===== src/rtl/smpseq_pkg.sv =====
package smpseq_pkg;

    localparam int SMP_W      = 12;
    localparam int NOISE_W    = 32;
    localparam int JIT_LSB    = 16;
    localparam int JIT_W      = 3;
    localparam logic [NOISE_W-1:0] NOISE_MUL = 32'd314159;
    localparam logic [SMP_W-1:0]   SMP_BASE  = 12'h200;
    localparam logic [31:0]        MUX_KEEP  = 32'h3333_3333;

    localparam logic [7:0] OFF_ACT   = 8'h00;
    localparam logic [7:0] OFF_RAW   = 8'h04;
    localparam logic [7:0] OFF_MASK  = 8'h08;
    localparam logic [7:0] OFF_MSTAT = 8'h0C;
    localparam logic [7:0] OFF_EVT   = 8'h14;
    localparam int         SEQ_BASE  = 'h40;
    localparam int         SEQ_SHIFT = 5;

    typedef enum logic [2:0] {
        G_NONE, G_ACT, G_RAW, G_MASK, G_MSTAT, G_EVT
    } greg_e;

    typedef enum logic [1:0] {
        F_MUX = 2'd0, F_CTL = 2'd1, F_POP = 2'd2, F_STAT = 2'd3
    } sfield_e;

    typedef struct packed {
        logic       full;
        logic       empty;
        logic [3:0] head;
        logic [3:0] tail;
    } fstat_t;

    function automatic logic [NOISE_W-1:0] noise_next(input logic [NOISE_W-1:0] x);
        return x * NOISE_MUL + 1'b1;
    endfunction

    function automatic logic [SMP_W-1:0] noise_sample(input logic [NOISE_W-1:0] x);
        return SMP_BASE + SMP_W'(x[JIT_LSB +: JIT_W]);
    endfunction

    function automatic logic [31:0] pack_status(input fstat_t s);
        return {19'd0, s.full, 3'd0, s.empty, s.head, s.tail};
    endfunction

endpackage


===== src/rtl/smpseq_fifo.sv =====
module smpseq_fifo
    import smpseq_pkg::*;
#(
    parameter int DEPTH = 16,
    parameter int W     = SMP_W,
    localparam int PTR_W = $clog2(DEPTH)
) (
    input  logic             clk,
    input  logic             rst,
    input  logic             push,
    input  logic [W-1:0]     push_data,
    input  logic             pop,
    output logic [W-1:0]     pop_data,
    output logic [PTR_W-1:0] head,
    output logic [PTR_W-1:0] tail,
    output logic             empty,
    output logic             full,
    output logic             accepted
);
    logic [W-1:0]     mem [DEPTH];
    logic [W-1:0]     last_q;
    logic             pop_ok;
    logic [PTR_W-1:0] tail_mid, head_nx, tail_inc, head_inc;
    logic             empty_mid, full_mid, empty_nx, full_nx;

    assign tail_inc = tail + 1'b1;
    assign head_inc = head + 1'b1;

    // pop is resolved first, then the push sees the post-pop state
    always_comb begin
        pop_ok    = pop && !empty;
        tail_mid  = pop_ok ? tail_inc : tail;
        full_mid  = pop_ok ? 1'b0 : full;
        empty_mid = pop_ok ? (tail_inc == head) : empty;
        accepted  = push && !full_mid;
        head_nx   = accepted ? head_inc : head;
        empty_nx  = accepted ? 1'b0 : empty_mid;
        full_nx   = accepted ? (head_inc == tail_mid) : full_mid;
        pop_data  = pop_ok ? mem[tail] : last_q;
    end

    always_ff @(posedge clk) begin
        if (accepted) mem[head] <= push_data;
    end

    always_ff @(posedge clk) begin
        if (rst) begin
            head   <= '0;
            tail   <= '0;
            empty  <= 1'b1;
            full   <= 1'b0;
            last_q <= '0;
        end else begin
            head  <= head_nx;
            tail  <= tail_mid;
            empty <= empty_nx;
            full  <= full_nx;
            if (pop_ok) last_q <= mem[tail];
        end
    end
endmodule


===== src/rtl/smpseq_trig.sv =====
module smpseq_trig
    import smpseq_pkg::*;
#(
    parameter int N_SEQ     = 4,
    parameter int EVT_W     = 4,
    parameter int EVT_TIMER = 5
) (
    input  logic                   clk,
    input  logic                   rst,
    input  logic                   trig_in,
    input  logic [N_SEQ-1:0]       act,
    input  logic [N_SEQ*EVT_W-1:0] evt_sel,
    output logic [N_SEQ-1:0]       push_req,
    output logic [SMP_W-1:0]       push_data [N_SEQ]
);
    logic               trig_q;
    logic               rise;
    logic [NOISE_W-1:0] noise_q;
    logic [NOISE_W-1:0] chain [N_SEQ+1];

    assign rise     = trig_in && !trig_q;
    assign chain[0] = noise_q;

    for (genvar i = 0; i < N_SEQ; i++) begin : g_seq
        logic qual;
        assign qual         = act[i] && (evt_sel[i*EVT_W +: EVT_W] == EVT_W'(EVT_TIMER));
        assign push_req[i]  = rise && qual;
        assign chain[i+1]   = push_req[i] ? noise_next(chain[i]) : chain[i];
        assign push_data[i] = noise_sample(chain[i+1]);
    end

    always_ff @(posedge clk) begin
        if (rst) begin
            trig_q  <= 1'b0;
            noise_q <= '0;
        end else begin
            trig_q  <= trig_in;
            noise_q <= chain[N_SEQ];
        end
    end
endmodule


===== src/rtl/smpseq_ctl.sv =====
module smpseq_ctl
    import smpseq_pkg::*;
#(
    parameter int N_SEQ     = 4,
    parameter int DEPTH     = 16,
    parameter int EVT_W     = 4,
    parameter int EVT_TIMER = 5,
    parameter int ADDR_W    = 8
) (
    input  logic              clk,
    input  logic              rst,
    input  logic              bus_sel,
    input  logic              bus_wr,
    input  logic [ADDR_W-1:0] bus_addr,
    input  logic [31:0]       bus_wdata,
    output logic [31:0]       bus_rdata,
    input  logic              trig_in,
    output logic [N_SEQ-1:0]  irq_o
);
    localparam int PTR_W = $clog2(DEPTH);
    localparam int IDX_W = $clog2(N_SEQ);
    localparam int EVT_T = N_SEQ * EVT_W;
    localparam logic [ADDR_W:0] SEQ_LO = (ADDR_W+1)'(SEQ_BASE);
    localparam logic [ADDR_W:0] SEQ_HI = (ADDR_W+1)'(SEQ_BASE + (N_SEQ << SEQ_SHIFT));

    logic [N_SEQ-1:0] act_q, mask_q, raw_q, raw_clr;
    logic [EVT_T-1:0] evt_q;
    logic [31:0]      mux_q [N_SEQ];
    logic [31:0]      ctl_q [N_SEQ];

    logic [N_SEQ-1:0] push_req, pushed_v, pop_v, empty_v, full_v;
    logic [SMP_W-1:0] push_data [N_SEQ];
    logic [SMP_W-1:0] pop_data  [N_SEQ];
    logic [PTR_W-1:0] head_v    [N_SEQ];
    logic [PTR_W-1:0] tail_v    [N_SEQ];

    logic              rd_en, wr_en, seq_hit;
    logic [ADDR_W-1:0] seq_off;
    logic [IDX_W-1:0]  seq_idx;
    sfield_e           field;
    greg_e             g_sel;
    fstat_t            stat_sel;
    logic [31:0]       rd_next;

    assign rd_en   = bus_sel && !bus_wr;
    assign wr_en   = bus_sel && bus_wr;
    assign seq_off = bus_addr - ADDR_W'(SEQ_BASE);
    assign seq_hit = ({1'b0, bus_addr} >= SEQ_LO) && ({1'b0, bus_addr} < SEQ_HI) && !seq_off[4];
    assign seq_idx = seq_off[SEQ_SHIFT +: IDX_W];
    assign field   = sfield_e'(seq_off[3:2]);

    always_comb begin
        if      (bus_addr == ADDR_W'(OFF_ACT))   g_sel = G_ACT;
        else if (bus_addr == ADDR_W'(OFF_RAW))   g_sel = G_RAW;
        else if (bus_addr == ADDR_W'(OFF_MASK))  g_sel = G_MASK;
        else if (bus_addr == ADDR_W'(OFF_MSTAT)) g_sel = G_MSTAT;
        else if (bus_addr == ADDR_W'(OFF_EVT))   g_sel = G_EVT;
        else                                     g_sel = G_NONE;
    end

    smpseq_trig #(
        .N_SEQ(N_SEQ), .EVT_W(EVT_W), .EVT_TIMER(EVT_TIMER)
    ) u_trig (
        .clk(clk), .rst(rst), .trig_in(trig_in),
        .act(act_q), .evt_sel(evt_q),
        .push_req(push_req), .push_data(push_data)
    );

    for (genvar i = 0; i < N_SEQ; i++) begin : g_q
        assign pop_v[i] = rd_en && seq_hit && (seq_idx == IDX_W'(i)) && (field == F_POP);
        smpseq_fifo #(.DEPTH(DEPTH), .W(SMP_W)) u_fifo (
            .clk(clk), .rst(rst),
            .push(push_req[i]), .push_data(push_data[i]),
            .pop(pop_v[i]), .pop_data(pop_data[i]),
            .head(head_v[i]), .tail(tail_v[i]),
            .empty(empty_v[i]), .full(full_v[i]),
            .accepted(pushed_v[i])
        );
    end

    assign raw_clr = (wr_en && g_sel == G_MSTAT) ? bus_wdata[N_SEQ-1:0] : '0;
    assign irq_o   = raw_q & mask_q;

    always_comb begin
        stat_sel.full  = full_v[seq_idx];
        stat_sel.empty = empty_v[seq_idx];
        stat_sel.head  = 4'(head_v[seq_idx]);
        stat_sel.tail  = 4'(tail_v[seq_idx]);
        rd_next = '0;
        case (g_sel)
            G_ACT:   rd_next = 32'(act_q);
            G_RAW:   rd_next = 32'(raw_q);
            G_MASK:  rd_next = 32'(mask_q);
            G_MSTAT: rd_next = 32'(raw_q & mask_q);
            G_EVT:   rd_next = 32'(evt_q);
            default: rd_next = '0;
        endcase
        if (seq_hit) begin
            case (field)
                F_MUX:  rd_next = mux_q[seq_idx];
                F_CTL:  rd_next = ctl_q[seq_idx];
                F_POP:  rd_next = 32'(pop_data[seq_idx]);
                F_STAT: rd_next = pack_status(stat_sel);
                default: rd_next = '0;
            endcase
        end
    end

    always_ff @(posedge clk) begin
        if (rst) begin
            act_q     <= '0;
            mask_q    <= '0;
            raw_q     <= '0;
            evt_q     <= '0;
            bus_rdata <= '0;
            for (int i = 0; i < N_SEQ; i++) begin
                mux_q[i] <= '0;
                ctl_q[i] <= '0;
            end
        end else begin
            raw_q <= (raw_q & ~raw_clr) | pushed_v;
            if (rd_en) bus_rdata <= rd_next;
            if (wr_en) begin
                case (g_sel)
                    G_ACT:  act_q  <= bus_wdata[N_SEQ-1:0];
                    G_MASK: mask_q <= bus_wdata[N_SEQ-1:0];
                    G_EVT:  evt_q  <= bus_wdata[EVT_T-1:0];
                    default: ;
                endcase
                if (seq_hit && field == F_MUX) mux_q[seq_idx] <= bus_wdata & MUX_KEEP;
                if (seq_hit && field == F_CTL) ctl_q[seq_idx] <= bus_wdata;
            end
        end
    end
endmodule


===== config.mk =====
export PLATFORM = sky130hd
export DESIGN_NAME = smpseq_ctl
export DESIGN_NICKNAME = d
export VERILOG_FILES = /design/src/rtl/smpseq_pkg.sv /design/src/rtl/smpseq_fifo.sv /design/src/rtl/smpseq_trig.sv /design/src/rtl/smpseq_ctl.sv
export SDC_FILE = /design/constraint.sdc
export NUM_CORES = 2
export LEC_CHECK = 0
export ABC_CLOCK_PERIOD_IN_PS = 52500
export BUFFER_PORTS_ARGS = -buffer_cell sky130_fd_sc_hd__buf_2
export CAP_MARGIN = 0
export CELL_PAD_IN_SITES_DETAIL_PLACEMENT = 0
export CELL_PAD_IN_SITES_GLOBAL_PLACEMENT = 1
export CORE_UTILIZATION = 50
export CTS_BUF_LIST = sky130_fd_sc_hd__clkbuf_8
export DETAILED_ROUTE_END_ITERATION = 12
export PLACE_DENSITY_LB_ADDON = 0.12
export SKIP_CTS_REPAIR_TIMING = 1
export SYNTH_ARGS = -nofsm -noshare
export SYNTH_HDL_FRONTEND = slang
export SYNTH_SLANG_ARGS = --single-unit

===== constraint.sdc =====
create_clock -name clk -period 52.5 [get_ports clk]
set_input_delay 5.25 -clock clk [delete_from_list [all_inputs] [get_ports clk]]
set_output_delay 5.25 -clock clk [all_outputs]
set_load 0.01 [all_outputs]

==> flow_summary.json <==
{
  "outcome": "complete, no violations",
  "slew-limit-headroom": 0.244,
  "clkLatencyLatePin_ps": 700,
  "wl_per_cell_um": 22.2,
  "cpPeakStageDelay_ps": 920,
  "hold_start": "g_q[0].u_fifo.last_q[9]",
  "finalPower_uw": 881,
  "io-pin-count": 81,
  "whs_path_depth": 2,
  "synth_top_cell_area_share": 0.302,
  "drcViolationCount": 0,
  "multiInputGateArea_sq_mm": 0.0206,
  "setup_viol": 0,
  "grt_pass1_wl_mm": 158,
  "setup.worst_path.start_class": "primary input",
  "ys_types": 82,
  "rr_endpoint": "u_trig.noise_q[18]",
  "ff2ff_setup_slack_ps": 31980,
  "grt_pass1_vias": 26800,
  "ys_warn_count": 0,
  "start_util": 0.509,
  "slew_viol_final": 0,
  "dpl.hpwl_mm": 75.8,
  "end_kind": "flop",
  "hold_end": "g_q[0].u_fifo.last_q[9]",
  "synth_edf_count": 384,
  "final_common_cell": "inv_1",
  "grt_start_max_net_pins": 89,
  "cp_slowest_cell": "o31ai_2",
  "maxCapViolCount": 0,
  "hold_viol": 0,
  "cts_max_level": 3,
  "min_period_ps": 21180,
  "required_ps": 53110,
  "power_density_mw_per_mm2": 21.3,
  "rsz0062_at_grt": "no",
  "root_buffer": "clkbuf_8",
  "area_growth_pct": 8.66,
  "ant_nets": 0,
  "async_flop_share": 0,
  "avgSynthCellArea_sq_um": 11.3,
  "row_count": 100,
  "ys.flop_type": "edfxtp_1",
  "regArea_sq_mm": 0.0149,
  "reg2reg_depth": 71,
  "ys_seq_area_frac": 0.390,
  "clkTransAtPathRegs_ps": 60,
  "holdWs_ps": 457,
  "clockBufferDepth": 3,
  "yosys.area.top_type": "edfxtp_1",
  "fillCellCount": 6532,
  "core_sq_mm": 0.0749,
  "fin_tns_setup_ps": 0,
  "ir_worst_vdd_v": 0.0000224,
  "cts.sinks": 552,
  "syn-cell-area_sq_mm": 0.0382,
  "routed_wl_mm": 100,
  "die_w_um": 278,
  "r2r-start": "u_trig.noise_q[7]",
  "skew_ps": 49.8,
  "syn_inst": 3387,
  "antenna_found_initial": 4,
  "firstDrtPassIters": 5,
  "crit_type": "primary input to flop",
  "die_y_um": 278,
  "die-area_sq_mm": 0.0774,
  "critical_path.max_fanout": 19,
  "grt_overflow": 0,
  "syn_nets": 4034,
  "drtIter0Drc": 2049,
  "numCtsBuffers": 90,
  "cts_tree": "built",
  "gp_congestion": 0.905,
  "worst_pin_slew_ps": 1130,
  "nNetsFinal": 4112,
  "grt_use_total": 0.268,
  "hold_path.class": "flop to flop",
  "drive_above_1_share": 0.119,
  "crit_top_cell": "fa_1",
  "vias": 25200,
  "portBuffers": 80,
  "arrival_ps": 21790,
  "max_freq_ghz": 0.0472,
  "final_cell_mix": "597 x inv_1, 384 x edfxtp_1, 340 x ha_1",
  "fin_crit_sh": 0.403,
  "ys_seq_elements": 552,
  "synthTopCellsByArea": "edfxtp_1 30%, fa_1 14%, ha_1 11%",
  "leakagePower_uw": 0.0189,
  "vias_per_cell": 5.58
}
## logic make-up (layout without fill, tap and decap cells)
group                    Yosys count  after routing  share of synthesized area
flip-flops                       552            552                      0.390
XOR/XNOR                         203            203                     0.0492
buffers and inverters            713            869                     0.0704
AO/OA/AOI/OAI                    349            349                     0.0601
multiplexers                     160            160                     0.0840
adder cells (fa/ha/maj)          602            602                      0.249
other                              0              1                          0
AND/OR/NAND/NOR                  808            808                     0.0968
## layout make-up
type,instances,share of cell area
sequential,552,0.359
inverter,565,0.0512
clock inverter,64,0.00830
clock buffer,106,0.0352
multi-input combinational,2122,0.497
tap,969,0.0292
antenna,1,0.0000604
timing repair buffer,134,0.0196
## critical path, delay by kind of cell
kind | cells | cell delay (ps)
xor gates and xnor gates | 13 | 2360
adders and majority gates | 20 | 8420
buffers and inverters | 15 | 1350
and+or+nand+nor | 9 | 2190
AOI/OAI and AO/OA | 6 | 2160
## flip-flops by register name (all words and copies together), names as in the netlist
register,count
g_q.u_fifo.empty,4
u_trig.noise_q,19
act_q,4
mux_q,64
g_q.u_fifo.last_q,48
bus_rdata,32
g_q.u_fifo.tail,16
u_trig.trig_q,1
g_q.u_fifo.head,16
g_q.u_fifo.full,4
evt_q,16
raw_q,4
ctl_q,128
g_q.u_fifo.mem,192
mask_q,4
## stage by stage
step	instances	cell area [sq um]	setup WS (ps)	utilization
detailed placement	4342	39600	30740	0.529
floorplan	3387	38200	31570	-
global route	4512	41400	30280	0.553
global placement	4342	39600	30890	0.529
finish	4513	41500	31320	0.553
CTS	4512	41400	31330	0.553
## cells in the mapped netlist (4+ instances only)
cell type,count
a211oi_1,22
a22oi_1,17
or3_1,6
inv_1,561
nand2b_1,21
a31oi_1,10
xor2_1,57
xnor2_1,137
a221oi_1,19
and3_1,97
a211o_1,6
dfxtp_1,168
nand3_1,33
o21bai_1,5
nor3_1,44
a21oi_1,112
buf_1,18
o21ai_1,11
mux2i_1,30
fa_1,262
nor2b_1,11
buf_2,4
nand4_1,10
and2_1,29
o21ai_0,51
or2_2,6
nor4_1,5
a41oi_1,6
o31ai_1,5
nand2_1,205
xnor3_1,5
mux4_2,126
a21o_1,23
ha_1,340
edfxtp_1,384
a311oi_1,6
o21a_1,13
nor2_1,320
clkbuf_1,125
o211ai_1,12
## how the worst max path moves through the flow
stage / startpoint / to
2_1_floorplan: trig_in / g_q[3].u_fifo.mem[0][2]
6_report: trig_in / u_trig.noise_q[18]
3_3_place_gp: trig_in / u_trig.noise_q[18]
4_1_cts: trig_in / u_trig.noise_q[18]
5_1_grt: trig_in / u_trig.noise_q[18]
3_5_place_dp: trig_in / u_trig.noise_q[18]
## where the power goes
| part | internal [uW] | switching, uW | total [uW] |
|---|---|---|---|
| sequential | 471 | 2.42 | 473 |
| combinational | 11.9 | 23.0 | 34.9 |
| clock | 195 | 178 | 374 |
## layer usage
layer / part of all wire / global-route usage / routed length [um] / up-vias
met3: 0.064 / 0.0352 / 6440 / 130
met5: 0.00013 / 0 / 13 / -
met2: 0.44 / 0.406 / 44100 / 772
li1: - / - / - / 11600
met4: 0.017 / 0.0550 / 1730 / 2
met1: 0.48 / 0.410 / 47700 / 12700
Note: power is estimated with default switching activity, not from simulation.
